--- config.mk ---
export PLATFORM = sky130hd
export DESIGN_NAME = dual_code_loader
export DESIGN_NICKNAME = d
export VERILOG_FILES = /design/src/rtl/dcl_pkg.sv /design/src/rtl/dcl_sync.sv /design/src/rtl/dcl_cmd_decode.sv /design/src/rtl/dcl_channel.sv /design/src/rtl/dual_code_loader.sv
export SDC_FILE = /design/constraint.sdc
export NUM_CORES = 1
export LEC_CHECK = 0
export BUFFER_PORTS_ARGS = -buffer_cell sky130_fd_sc_hd__buf_2
export CORE_ASPECT_RATIO = 1.4
export CORE_MARGIN = 1
export CORE_UTILIZATION = 43
export DETAILED_ROUTE_END_ITERATION = 8
export PLACE_DENSITY = 0.62
export SKIP_LAST_GASP = 1
export SLEW_MARGIN = 20
export SYNTH_ARGS = -nofsm -noshare
export SYNTH_HDL_FRONTEND = slang
export SYNTH_SLANG_ARGS = --single-unit
export TNS_END_PERCENT = 5
--- constraint.sdc ---
create_clock -name clk -period 5.4 [get_ports clk]
set_input_delay 0.54 -clock clk [delete_from_list [all_inputs] [get_ports clk]]
set_output_delay 0.54 -clock clk [all_outputs]
set_load 0.01 [all_outputs]
--- src/rtl/dcl_pkg.sv ---
package dcl_pkg;
  typedef enum logic [1:0] {
    SEL_A_LO = 2'b00,
    SEL_A_HI = 2'b01,
    SEL_B_LO = 2'b10,
    SEL_B_HI = 2'b11
  } sel_e;

  typedef struct packed {
    logic load;     // write an input register
    logic xfer;     // copy input rank to output rank
    logic chan_b;   // target channel B
    logic hi_part;  // target high nibble
  } cmd_t;
endpackage

--- src/rtl/dcl_sync.sv ---
module dcl_sync #(
  parameter int W = 1,
  parameter int STAGES = 2,
  parameter logic [W-1:0] RST_VAL = '0
) (
  input  logic         clk,
  input  logic         rst_n,
  input  logic [W-1:0] d,
  output logic [W-1:0] q
);
  logic [W-1:0] stage [STAGES];

  generate
    for (genvar s = 0; s < STAGES; s++) begin : g_stage
      always_ff @(posedge clk or negedge rst_n) begin
        if (!rst_n) stage[s] <= RST_VAL;
        else if (s == 0) stage[s] <= d;
        else stage[s] <= stage[(s == 0) ? 0 : s-1];
      end
    end
  endgenerate

  assign q = stage[STAGES-1];
endmodule

--- src/rtl/dcl_cmd_decode.sv ---
module dcl_cmd_decode
  import dcl_pkg::*;
(
  input  logic       clk,
  input  logic       rst_n,
  input  logic       wr_n_s,
  input  logic       cs_n_s,
  input  logic       upd_n_s,
  input  logic [1:0] sel_s,
  output cmd_t       cmd
);
  logic wr_n_d;
  logic fire;
  sel_e sel;

  always_ff @(posedge clk or negedge rst_n) begin
    if (!rst_n) wr_n_d <= 1'b1;
    else        wr_n_d <= wr_n_s;
  end

  // one action per strobe: only the high-to-low step counts
  assign fire = wr_n_d & ~wr_n_s;
  assign sel  = sel_e'(sel_s);

  always_comb begin
    cmd.load    = fire & ~cs_n_s;
    cmd.xfer    = fire & ~upd_n_s;
    cmd.chan_b  = (sel == SEL_B_LO) || (sel == SEL_B_HI);
    cmd.hi_part = (sel == SEL_A_HI) || (sel == SEL_B_HI);
  end
endmodule

--- src/rtl/dcl_channel.sv ---
module dcl_channel #(
  parameter int CODE_W = 12,
  parameter int BUS_W = 8
) (
  input  logic              clk,
  input  logic              rst_n,
  input  logic              ld_lo,
  input  logic              ld_hi,
  input  logic              xfer,
  input  logic [BUS_W-1:0]  din,
  output logic [CODE_W-1:0] code
);
  localparam int HI_W = CODE_W - BUS_W;

  logic [CODE_W-1:0] in_q, in_nxt, out_q;

  always_comb begin
    in_nxt = in_q;
    if (ld_lo) in_nxt[BUS_W-1:0] = din;
    if (ld_hi) in_nxt[CODE_W-1:BUS_W] = din[HI_W-1:0];
  end

  always_ff @(posedge clk or negedge rst_n) begin
    if (!rst_n) begin
      in_q  <= '0;
      out_q <= '0;
    end else begin
      in_q <= in_nxt;
      if (xfer) out_q <= in_nxt;  // transparent when load and xfer coincide
    end
  end

  assign code = out_q;
endmodule

--- src/rtl/dual_code_loader.sv ---
module dual_code_loader
  import dcl_pkg::*;
#(
  parameter int CODE_W = 12,
  parameter int BUS_W = 8,
  parameter int SYNC_STAGES = 2
) (
  input  logic              clk,
  input  logic              clr_n,
  input  logic [BUS_W-1:0]  bus_d,
  input  logic [1:0]        bus_sel,
  input  logic              cs_n,
  input  logic              wr_n,
  input  logic              upd_n,
  output logic [CODE_W-1:0] code_a,
  output logic [CODE_W-1:0] code_b
);
  localparam int NCH = 2;
  localparam int SW = BUS_W + 5;
  localparam logic [SW-1:0] SYNC_RST = SW'(3'b111);

  logic              rst_n_i;
  logic [SW-1:0]     bus_s;
  logic [BUS_W-1:0]  d_s;
  logic [1:0]        sel_s;
  logic              cs_n_s, upd_n_s, wr_n_s;
  cmd_t              cmd;
  logic [CODE_W-1:0] codes [NCH];

  // clear asserts at once, releases on a clock edge
  dcl_sync #(.W(1), .STAGES(SYNC_STAGES), .RST_VAL(1'b0)) u_rst_sync (
    .clk(clk), .rst_n(clr_n), .d(1'b1), .q(rst_n_i)
  );

  dcl_sync #(.W(SW), .STAGES(SYNC_STAGES), .RST_VAL(SYNC_RST)) u_bus_sync (
    .clk(clk), .rst_n(rst_n_i),
    .d({bus_sel, bus_d, cs_n, upd_n, wr_n}), .q(bus_s)
  );

  assign {sel_s, d_s, cs_n_s, upd_n_s, wr_n_s} = bus_s;

  dcl_cmd_decode u_dec (
    .clk(clk), .rst_n(rst_n_i), .wr_n_s(wr_n_s), .cs_n_s(cs_n_s),
    .upd_n_s(upd_n_s), .sel_s(sel_s), .cmd(cmd)
  );

  generate
    for (genvar ch = 0; ch < NCH; ch++) begin : g_ch
      logic hit;
      assign hit = cmd.load & (cmd.chan_b == (ch == 1));
      dcl_channel #(.CODE_W(CODE_W), .BUS_W(BUS_W)) u_chan (
        .clk(clk), .rst_n(rst_n_i),
        .ld_lo(hit & ~cmd.hi_part), .ld_hi(hit & cmd.hi_part),
        .xfer(cmd.xfer), .din(d_s), .code(codes[ch])
      );
    end
  endgenerate

  assign code_a = codes[0];
  assign code_b = codes[1];
endmodule

# --- Yosys cells after proc, flatten, opt, wreduce, memory -nomap -nowiden ---
# Cells that the tools add are included.
classes:
  n_lt_le_gt_ge: 0
  multipliers: 0
  n_reduce_logical: 2
  shifts: 0
  addsub: 0
  bitwise_logic: 14
  n_eq_ne: 3
  n_div: 0
  n_mux: 4
op_table:
  columns: ["operator", "count"]
  rows:
  - ["$mux W8", 2]
  - ["$and A1 B1 Y1", 9]
  - ["$mux W4", 2]
  - ["$not A1 Y1", 5]
  - ["$eq A2 B2 Y1 const B", 2]
  - ["$eq A2 B1 Y1 const B", 1]
  - ["$logic_or A1 B1 Y1", 2]
totals:
  memories: 0
  wordCells: 32
  latch_bits: 0
  ramBits: 0
  input_bits: 15
  out_inout_bits: 24
  regBits: 77
  mem_bits_ro: 0

# --- Depth between registers and ports, before layout ---
# Gate-level depths: netlist (run 1).
logic_depth:
  word_depth: 6
  ltp_mapped: 4

# --- By module ---
# From an unflattened synthesis (run 1), not the netlist that was laid out.
hier_totals:
  hier_cells: 151
  hier_area_um2: 2795.2
modules_own_cells:
  columns: ["mod", "area_per_inst_um2", "instances", "cells_per_inst", "seq_area_each_um2"]
  rows:
  - ["dcl_channel", 949.7, 2, 50, 600.6]
  - ["dcl_sync at u_bus_sync", 755.7, 1, 39, 658.1]
  - ["dcl_sync at u_rst_sync", 50.0, 1, 2, 50.0]
  - ["dcl_cmd_decode", 48.8, 1, 5, 26.3]
  - ["dual_code_loader", 41.3, 1, 5, 0.0]

# --- Least setup slack after synthesis (run 1) ---
# Ideal clock, no wire load.
synth_path:
  kind: "register -> register"
  from: "reg u_dec.wr_n_d"
  to: "reg g_ch[0].u_chan.out_q[1]"
  synth_period_minus_slack_ps: 1480
  slack_ps: 3920
  stages_incl_launch_ff: 5
  arrival_time_ps: 1345
  path_buffers: 1
  t_required_ps: 5265
  path_cell_list: "dfstp_2 > or4b_4 > buf_6 > o21ai_2 > a31oi_1"
synth_between:
  elab_chain_len: 5
  elab_cells_between_ends: 6
  classes_between: "mux (1); bitwise (5)"
synth_lines:
  columns: ["item", "line", "text"]
  rows:
  - ["from (decl)", "dcl_cmd_decode.sv:12", "logic wr_n_d;"]
  - ["from (signal assigned)", "dcl_cmd_decode.sv:18", "else wr_n_d <= wr_n_s;"]
  - ["$and A1 B1 Y1 *", "dcl_cmd_decode.sv:22", "assign fire = wr_n_d & ~wr_n_s;"]
  - ["$and A1 B1 Y1", "dcl_cmd_decode.sv:26", "cmd.load = fire & ~cs_n_s;"]
  - ["$and A1 B1 Y1", "dual_code_loader.sv:50", "assign hit = cmd.load & (cmd.chan_b == (ch == 1));"]
  - ["$and A1 B1 Y1", "dual_code_loader.sv:53", ".ld_lo(hit & ~cmd.hi_part), .ld_hi(hit & cmd.hi_part),"]
  - ["$mux W8", "dcl_channel.sv:19", "if (ld_lo) in_nxt[BUS_W-1:0] = din;"]
  - ["to (signal assigned)", "dcl_channel.sv:29", "if (xfer) out_q <= in_nxt;"]
  - ["to (decl)", "dcl_channel.sv:15", "logic [CODE_W-1:0] in_q, in_nxt, out_q;"]
# Every way passes the cells marked *; elsewhere a longest branch is shown, timed or not.
# A chain may end at the register's enable or synchronous reset.

# --- Worst setup path after layout (run 1) ---
layout_path:
  from: "reg u_dec.wr_n_d"
  to: "reg g_ch[1].u_chan.out_q[11]"
layout_between:
  elab_chain_len: 5
  elab_cells_between_ends: 6
  classes_between: "mux (1); bitwise (5)"
layout_lines:
  columns: ["item", "line", "text"]
  rows:
  - ["$and A1 B1 Y1 *", "dcl_cmd_decode.sv:22", null]
  - ["$and A1 B1 Y1", "dcl_cmd_decode.sv:26", null]
  - ["$and A1 B1 Y1", "dual_code_loader.sv:50", null]
  - ["$and A1 B1 Y1", "dual_code_loader.sv:53", null]
  - ["$mux W4", "dcl_channel.sv:20", "if (ld_hi) in_nxt[CODE_W-1:BUS_W] = din[HI_W-1:0];"]
  - ["to (signal assigned)", "dcl_channel.sv:29", null]
  - ["to (decl)", "dcl_channel.sv:15", null]
# Marks and branches as above.

==> results.md, run 1 <==
- The slowest stage of the critical path belongs to the cell sky130_fd_sc_hd__dfstp_2.
- The number of rows in the core area is 33.
- The number of nets in the layout is 280.
- The filler cells instantiated in the layout total 552.
- The slew of the pin with the lowest slew margin is 0.912 ns.
- The sequential share of power is 51.0%.
- Relative to the synthesized area, the layout overhead comes to 18.4%.
- The core region is 5950 µm².
- By instance count, the leading cell after synthesis is sky130_fd_sc_hd__dfrtp_1.
- The highest layer touched by signal routing is met4.
- STA classifies the critical path startpoint as a flip-flop.
- The reg-to-reg critical path startpoint is u_dec.wr_n_d.
- The largest area contributor in the netlist is sky130_fd_sc_hd__dfrtp_1.
- The first-pass GRT wire length is 7800 µm.
- The net switching power of the design is 327 µW.
- The worst register-to-register path ends at g_ch[1].u_chan.code[11].
- In the post-synthesis netlist, the biggest area contributors are sky130_fd_sc_hd__dfrtp_1 65%, sky130_fd_sc_hd__dfstp_2 6.8%, sky130_fd_sc_hd__a31oi_1 5.6%.
- Cell internal power was estimated by the tool at 1.04 mW.
- The number of endpoints with negative hold slack in the final report is 0.
- The number of antenna violations at the first check in global routing is 0.
- The run finished with clean final reports.
- After layout, the worst path uses 32.6% of the clock period.
- In this run the number of H-tree levels came out at 3.
- Along the worst path, the maximum fanout reaches 12.
- Clock-pin slew was measured on the worst setup and hold paths at 0.07 ns.
- After synthesis, the netlist uses 21 different library cells.
- The ratio of cells with drive above 1 in the final layout is 28.5%.
- Net switching is 23.9% of the power.
- The sequential cell area in the final layout is 1940 µm².
- The number of antenna cells inserted is 0.
- The tightest hold path in the finished design has a slack of 0.300 ns.
- Setup repair after global routing left no endpoint under its margin.
- 39 I/O pins were placed.
- The clock tree skew after final layout is 0.00744 ns.
- In the synthesized netlist the dominant register cell turns out to be sky130_fd_sc_hd__dfrtp_1.
- The count of maximum capacitance violations is 0.
- Summing all multi-input logic gate instances after layout gives 716 µm².
- The clock sink total is 77.
- The remaining number of nets flagged by the antenna check after routing is 0.
- For this design the static power due to leakage is 1.49 nW.
- The routed metal-1 wirelength is 2250 µm.
- After synthesis, the mean cell area works out to 12.1 µm².
- The aggregate global routing overflow is 0.
- Setup total negative slack on the finished layout was measured at 0 ns.
- Buffers inserted during clock tree synthesis total 9.
- The worst hold path endpoint is u_bus_sync.stage[15].
- By count the netlist is led by 70 x sky130_fd_sc_hd__dfrtp_1, 40 x sky130_fd_sc_hd__nand2_1, 24 x sky130_fd_sc_hd__a31oi_1, 24 x sky130_fd_sc_hd__nor2_1, 13 x sky130_fd_sc_hd__o21ai_0.
- The min-delay analysis places its worst path in the category in -> reg.
- The count of routing violations after the opening detailed-route iteration is 115.
- The signal arrival time at the worst endpoint is 1.96 ns.
- Together, buffers and inverters on the worst path number 0.
- The final RePlAce weighted congestion is 0.768.
- The number of detailed-route iterations in the first pass is 4.
- After detailed routing, the number of remaining DRC violations is 0.
- Entering global routing, the biggest net connects 76 pins.
- After detailed routing, the number of vias per cell comes to 5.09.
- The sum of routed wire length over all layers is 4800 µm.
- Along the worst hold path, the cell count comes to 1.
- The total power divided by cell area is 428 nW/µm².
- In this run the post-CTS setup repair buffer count came out at 0.
- The share of flip-flops with an asynchronous set or reset is 100%.
- The share of the Yosys chip area taken by registers is 71.7%.
- The synthesized instance count is 224.
- The count of endpoints failing setup in the final report is 0.
- Combinational logic is responsible for 12.7% of the overall power.
- Input and output buffers added on the ports amount to 38.
- The HPWL after detailed placement is 2960 µm.
- The number of cells on the worst reg-to-reg path is 3.
- The worst setup path is captured at a flip-flop.
- For this configuration, the core starts out at a cell density of 45.4%.
- The synthesized netlist occupies a cell area of 2700 µm².
- The routed length on met2 is 2250 µm.
- In the final routed layout, each cell accounts on average for 14.1 µm.
- The number of enable-type register cells in the synthesized netlist is 0.
- The clock root buffer is sky130_fd_sc_hd__clkbuf_8.
- In this run the tightest slew margin relative to its limit is 39.2%.
- The path type of the worst setup path is reg -> reg.
- Yosys printed 0 warnings.
- The source-to-sink clock delay at the later pin of the worst-skew pair is 0.34 ns.
- In this run, synthesis produced a sequential element count of 77.
- The register-to-register path setup slack is 3.64 ns.
- In this design, the largest share of critical-path delay is due to compound AO/OA/AOI/OAI gates.
- The critical path required time is 5.60 ns.
- For this run, the slowest stage of the critical path takes 0.56 ns.
- The cell area after layout is 3200 µm².
- The via count of the first global-routing pass is 1645.
- The deepest clock path buffer count is 2.
- The die is 69.0 µm wide.
- The hold path startpoint is cs_n.
- In this run the cell area measured after placement is 2960 µm².
- The routed design uses 203 µm of met3 wire.
- The clock network accounts for 36.3% of the total power.
- TritonCTS built the clock tree.
- The number of max-slew violations in the final report is 0.
- The critical path goes through nand4bb_1 -> o21ai_0 -> a31oi_1.
- For this run, the top clock speed supported by timing is 569 MHz.
- The die covers 6600 µm².
- The overall track demand over capacity in global routing is 16.7%.
- The detailed-route via count is 1729.
- Across the VDD grid, the largest voltage drop is 0.178 mV.
- Measured along the y axis, the die boundary spans 95.8 µm.
- The net count of the mapped netlist is 239.
- The end-of-flow core utilization is 53.8%.
- After layout, the minimum clock period comes to 1.76 ns.
- Of the post-synthesis cell area, the dominant cell type holds 64.9%.
[final cells by class]
class | instances | area share [%]
flip-flops and latches | 77 | 60.6
multi-input cells | 134 | 22.4
repair buffers | 42 | 6.96
clock buffers | 11 | 4.11
clock inverters | 5 | 3.13
well taps | 70 | 2.74
inverters | 1 | 0.117
[logic make-up after synthesis]
kind of cell	share of synthesized area (%)
AOI/OAI and AO/OA	11.4
buffers and inverters	2.32
other	0.139
and+or+nand+nor	14.5
DFF	71.7
[per-layer routing]
layer | vias up | GRT usage, %
met4 | 0 | 9.18
met3 | 8 | 4.38
met2 | 44 | 23.9
met1 | 839 | 23.0
li1 | 838 | -
met5 | - | 0
[sequential cells by signal, summed over array words and instances, names as in the netlist]
name and cells:
g_ch.u_chan.code 24, g_ch.u_chan.in_q 24, u_bus_sync.q 13, u_bus_sync.stage 13, u_dec.wr_n_d 1, u_rst_sync.q 1, u_rst_sync.stage 1
[cell usage in the layout (no fill, tap or decap), drive strengths merged, types with 2 or more instances in the layout]
cell type	Yosys	final
bufinv	0	3
o21ai	24	24
nor2b	8	8
buf	7	41
clkbuf	5	11
nor2	24	24
nand2	40	40
dfstp	7	7
a31oi	24	24
dfrtp	70	70
nand3	8	8
clkinv	0	2
[power groups by stage]
stage          combinational, mW  clock (mW)  sequential (mW)
2_1_floorplan             0.0877           0            0.728
3_3_place_gp               0.171           0            0.706
3_5_place_dp               0.176           0            0.710
4_1_cts                    0.177       0.511            0.699
5_1_grt                    0.200       0.534            0.708
6_report                   0.174       0.496            0.698
[metrics by stage]
| stage | instances | setup WS [ns] | power, mW |
|---|---|---|---|
| after floorplan | 224 | 3.11 | 0.816 |
| after global placement | 323 | 3.47 | 0.877 |
| after detailed placement | 323 | 3.66 | 0.885 |
| after CTS | 340 | 3.61 | 1.39 |
| after global routing | 340 | 3.48 | 1.44 |
| final | 340 | 3.64 | 1.37 |
[repair_timing]
item	4_1_cts	5_1_grt
endpoints found under the hold margin	2	0
gates resized for setup	0	0
hold buffers	1	0
[how the worst max path moves through the flow]
stage / start / endpoint / slack (ns) / cells after the start
detailed placement: u_dec.wr_n_d / g_ch[1].u_chan.code[11] / 3.66 / 3
floorplan: u_rst_sync.q / g_ch[0].u_chan.code[0] / 3.11 / 0
CTS: u_dec.wr_n_d / g_ch[1].u_chan.code[7] / 3.61 / 3
finish: u_dec.wr_n_d / g_ch[1].u_chan.code[11] / 3.64 / 3
global placement: u_dec.wr_n_d / g_ch[0].u_chan.code[8] / 3.47 / 3
global route: u_dec.wr_n_d / g_ch[1].u_chan.code[7] / 3.48 / 3
(Power assumes the default switching activity.)
==> run 2, diff against run 1 <==
--- a/config.mk
+++ b/config.mk
@@ -5,12 +5,13 @@
 export SDC_FILE = /design/constraint.sdc
 export NUM_CORES = 1
 export LEC_CHECK = 0
+export ABC_AREA = 1
 export BUFFER_PORTS_ARGS = -buffer_cell sky130_fd_sc_hd__buf_2
 export CORE_ASPECT_RATIO = 1.4
 export CORE_MARGIN = 1
 export CORE_UTILIZATION = 43
 export DETAILED_ROUTE_END_ITERATION = 8
-export PLACE_DENSITY = 0.62
+export PLACE_DENSITY = 0.61
 export SKIP_LAST_GASP = 1
 export SLEW_MARGIN = 20
 export SYNTH_ARGS = -nofsm -noshare
==> constraint.sdc (replaced) <==
create_clock -name clk -period 1.7 [get_ports clk]
set_input_delay 0.17 -clock clk [delete_from_list [all_inputs] [get_ports clk]]
set_output_delay 0.17 -clock clk [all_outputs]
set_load 0.01 [all_outputs]
==> results.md, run 2 <==
- The minimum clock period is 1.50 ns.
- For this run, asynchronously set or reset flops after synthesis account for 100%.
- The flow ran to the end, and the final reports show no timing, DRC or antenna violations.
- The count of routing violations after the opening detailed-route iteration is 87.
- The critical path runs through a total of 6 cells.
- The startpoint identified for the worst register-to-register timing path is u_dec.wr_n_d.
- Leaving out fill and tap cells, the most frequent cells in the layout are 72 x sky130_fd_sc_hd__nand2_1, 69 x sky130_fd_sc_hd__dfrtp_1, 38 x sky130_fd_sc_hd__buf_2, 32 x sky130_fd_sc_hd__inv_1, 26 x sky130_fd_sc_hd__nand3_1.
- The largest net degree at the start of global routing is 76.
- TritonCTS built the clock tree.
- The clock tree skew after final layout is 0.00853 ns.
- The number of max-slew violations in the final report is 0.
- Buffers added to address setup during post-CTS repair amount to 0.
- The overall track demand over capacity in global routing is 17.1%.
- The most frequent standard cell in the layout excluding fill and tap cells is sky130_fd_sc_hd__nand2_1.
- Together, buffers and inverters on the worst path number 0.
- Clock tree synthesis inserted a total of 9 buffers.
- The number of endpoints with negative hold slack in the final report is 0.
- The path class of the lowest-slack min-delay path is in -> async.
- The number of nets in the layout is 346.
- The length in cells of the worst reg-to-reg path is 6.
- Walking the worst path, the cells encountered are nand2_4 -> nor2_8 -> nand3_1 -> nand2_1 -> nand3_1 -> nand2_1.
- After detailed routing, the met3 layer carries 169 µm of wire.
- The number of different library cells used by synthesis comes to 15.
- The H-tree was split into 3 levels.
- The total power divided by cell area is 1310 nW/µm².
- The category of cells accounting for the largest share of critical-path delay is simple AND/OR/NAND/NOR gates.
- Counting flops with a built-in enable in the synthesized netlist gives 0.
- The most frequently used cell type in the post-synthesis netlist is sky130_fd_sc_hd__nand2_1.
- By count the netlist is led by 72 x sky130_fd_sc_hd__nand2_1, 70 x sky130_fd_sc_hd__dfrtp_1, 32 x sky130_fd_sc_hd__inv_1.
- For the worst-skew pair, the clock arrives at the later sink with an insertion delay of 0.35 ns.
- The critical path required time is 1.99 ns.
- The final RePlAce weighted congestion is 0.752.
- In the routed layout, each cell is associated on average with a via count of 4.76.
- The top layer reached by signal wires is met4.
- The number of warnings reported in the yosys synthesis log is 0.
- In the final routed layout, each cell accounts on average for 12.8 µm.
- The slowest stage of the critical path is the sky130_fd_sc_hd__dfstp_2 cell.
- Before CTS, the worst setup slack after placement is 0.192 ns.
- The via count of the first global-routing pass came to 1940.
- The signal arrival time at the worst endpoint is 1.79 ns.
- After detailed routing, the total wire length is 5250 µm.
- In this run the horizontal extent of the chip is 71.7 µm.
- No sink is reached through more buffers than the 2 on the longest clock path.
- The sort of element at the end of the critical path is a flip-flop.
- The highest fanout seen on the critical path is 28.
- Counting every sink on the clock net gives 77.
- The aggregate global routing overflow is 0.
- After floorplanning, the core was divided into 35 placement rows.
- The area growth from synthesis to layout is 21.8%.
- The average instance in the mapped netlist occupies 10.6 µm².
- The cell area after layout is 3560 µm².
- In the detailed route, the total length drawn on met2 is 2500 µm.
- The delay contributed by the slowest stage of the critical path is 0.55 ns.
- The count of endpoints failing setup in the final report is 0.
- In the post-synthesis netlist, the biggest area contributors are sky130_fd_sc_hd__dfrtp_1 60%, sky130_fd_sc_hd__nand2_1 9.2%, sky130_fd_sc_hd__dfstp_2 6.3%.
- For this run, the register share of the synthesized area comes to 66.2%.
- The number of ports placed on the die boundary is 39.
- The part of the cycle the worst path needs is 88.4%.
- From bottom edge to top edge, the die measures 99.6 µm.
- Cells with a size suffix above 1 make up 22.0% of the layout.
- The count of buffers added on input and output ports is 38.
- In this run, synthesis produced a sequential element count of 77.
- After floorplanning, the core was sized to cover 6570 µm².
- Timing would allow up to 665 MHz.
- Of the post-synthesis cell area, the dominant cell type holds 59.9%.
- The residual DRC count is 0.
- The aggregate negative setup slack is 0 ns.
- The first-pass GRT wire length is 9130 µm.
- The worst-case IR drop observed on VDD is 0.756 mV.
- The instance area at placement is 3170 µm².
- The clock root buffer is sky130_fd_sc_hd__clkbuf_8.
- Once detailed placement completed, the half-perimeter wirelength came to 3320 µm.
- Across all register-to-register paths, the minimum setup slack is 0.20 ns.
- The CTS clock-pin slew for the worst setup and hold paths is 0.08 ns.
- The synthesized instance count is 275.
- The number of antenna cells inserted is 0.
- Detailed routing inserted a total of 1953 vias.
- The starting density of the core is 44.5%.
- Setup repair after global routing left no endpoint under its margin.
- The number of antenna violations at the first check in global routing was 0.
- The remaining number of nets flagged by the antenna check after routing is 0.
- The largest area contributor in the netlist is sky130_fd_sc_hd__dfrtp_1.
- Setup slack closes at 0.197 ns.
- The endpoint identified for the worst register-to-register timing path is g_ch[0].u_chan.code[9].
- STA classifies the critical path startpoint as a flip-flop.
- The total die area is 7140 µm².
- The critical path in this run is classified as reg -> reg.
- The routed metal-1 wirelength is 2470 µm.
- The summed instance area of the synthesized netlist is 2920 µm².
- For this run, the leading register cell type out of synthesis is sky130_fd_sc_hd__dfrtp_1.
- The count of maximum capacitance violations is 0.
- The leakage power is 1.84 nW.
- The first TritonRoute pass finished after 4 iterations.
- The net count of the mapped netlist is 290.
==> run 2: cell count changes in the layout (fill, tap and decap cells not counted), sizes merged, moves of 2 or more <==
cell,before,now
nand4,0,24
nor2b,8,0
and2,0,24
a31oi,24,0
o21ai,24,0
inv,1,36
clkinvlp,0,2
nor2,24,2
nand2,40,73
nand3,8,28
dlygate4sd3,1,14
==> run 2: worst max path at each step <==
stage | slack, ns | start | to
floorplan | 0.40 | u_rst_sync.q | g_ch[0].u_chan.code[0]
global placement | 0.22 | u_dec.wr_n_d | g_ch[1].u_chan.code[8]
detailed placement | 0.19 | u_dec.wr_n_d | g_ch[0].u_chan.code[11]
CTS | 0.18 | u_dec.wr_n_d | g_ch[0].u_chan.code[11]
global route | 0.01 | u_dec.wr_n_d | g_ch[0].u_chan.code[8]
finish | 0.20 | u_dec.wr_n_d | g_ch[0].u_chan.code[9]
==> run 2: repair_timing <==
action	4_1_cts	5_1_grt
resized for setup	0	0
hold buffers	14	0
endpoints found under the hold margin	15	0
==> run 2: final cells by class <==
class                   instances  area, µm²
fillers                       615       3010
flip-flops and latches         77       1940
multi-input cells             152        782
repair buffers                 55        365
clock buffers                  10        138
inverters                      36        135
clock inverters                 6        110
well taps                      74       92.6
==> run 2: kinds of logic after synthesis <==
kind of cell,after synthesis,synth area share [%]
other,1,0.128
DFF,77,66.2
and+or+nand+nor,151,26.6
buffers and inverters,46,7.02
==> run 2: report_power, final <==
group,leakage (nW),switching (mW),internal (mW)
logic,0.816,0.405,0.318
clock network,0.119,0.644,1.01
registers,0.903,0.127,2.15
total,1.84,1.18,3.48
==> run 2: metrics by stage <==
| stage | power, mW | std cells | utilization, % | hold slack, ns |
|---|---|---|---|---|
| floorplan | 2.76 | 275 | - | -0.126 |
| global placement | 3.00 | 380 | 48.3 | -0.0449 |
| detailed placement | 3.02 | 380 | 48.3 | -0.0436 |
| CTS | 4.71 | 410 | 54.2 | 0.112 |
| global route | 4.91 | 410 | 54.2 | 0.122 |
| finish | 4.65 | 410 | 54.2 | 0.126 |
==> run 2: metal layers <==
layer  GRT usage [%]  vias up
li1                -      979
met1            21.8      926
met2            26.9       38
met3            3.24       10
met4            10.4        0
met5               0        -
==> run 2: worst register-to-register path, cell delays in order, from the launching register on <==
cell	delay (ns)
sky130_fd_sc_hd__dfstp_2	0.55
sky130_fd_sc_hd__nand2_4	0.08
sky130_fd_sc_hd__nor2_8	0.32
sky130_fd_sc_hd__nand3_1	0.23
sky130_fd_sc_hd__nand2_1	0.13
sky130_fd_sc_hd__nand3_1	0.08
sky130_fd_sc_hd__nand2_1	0.06
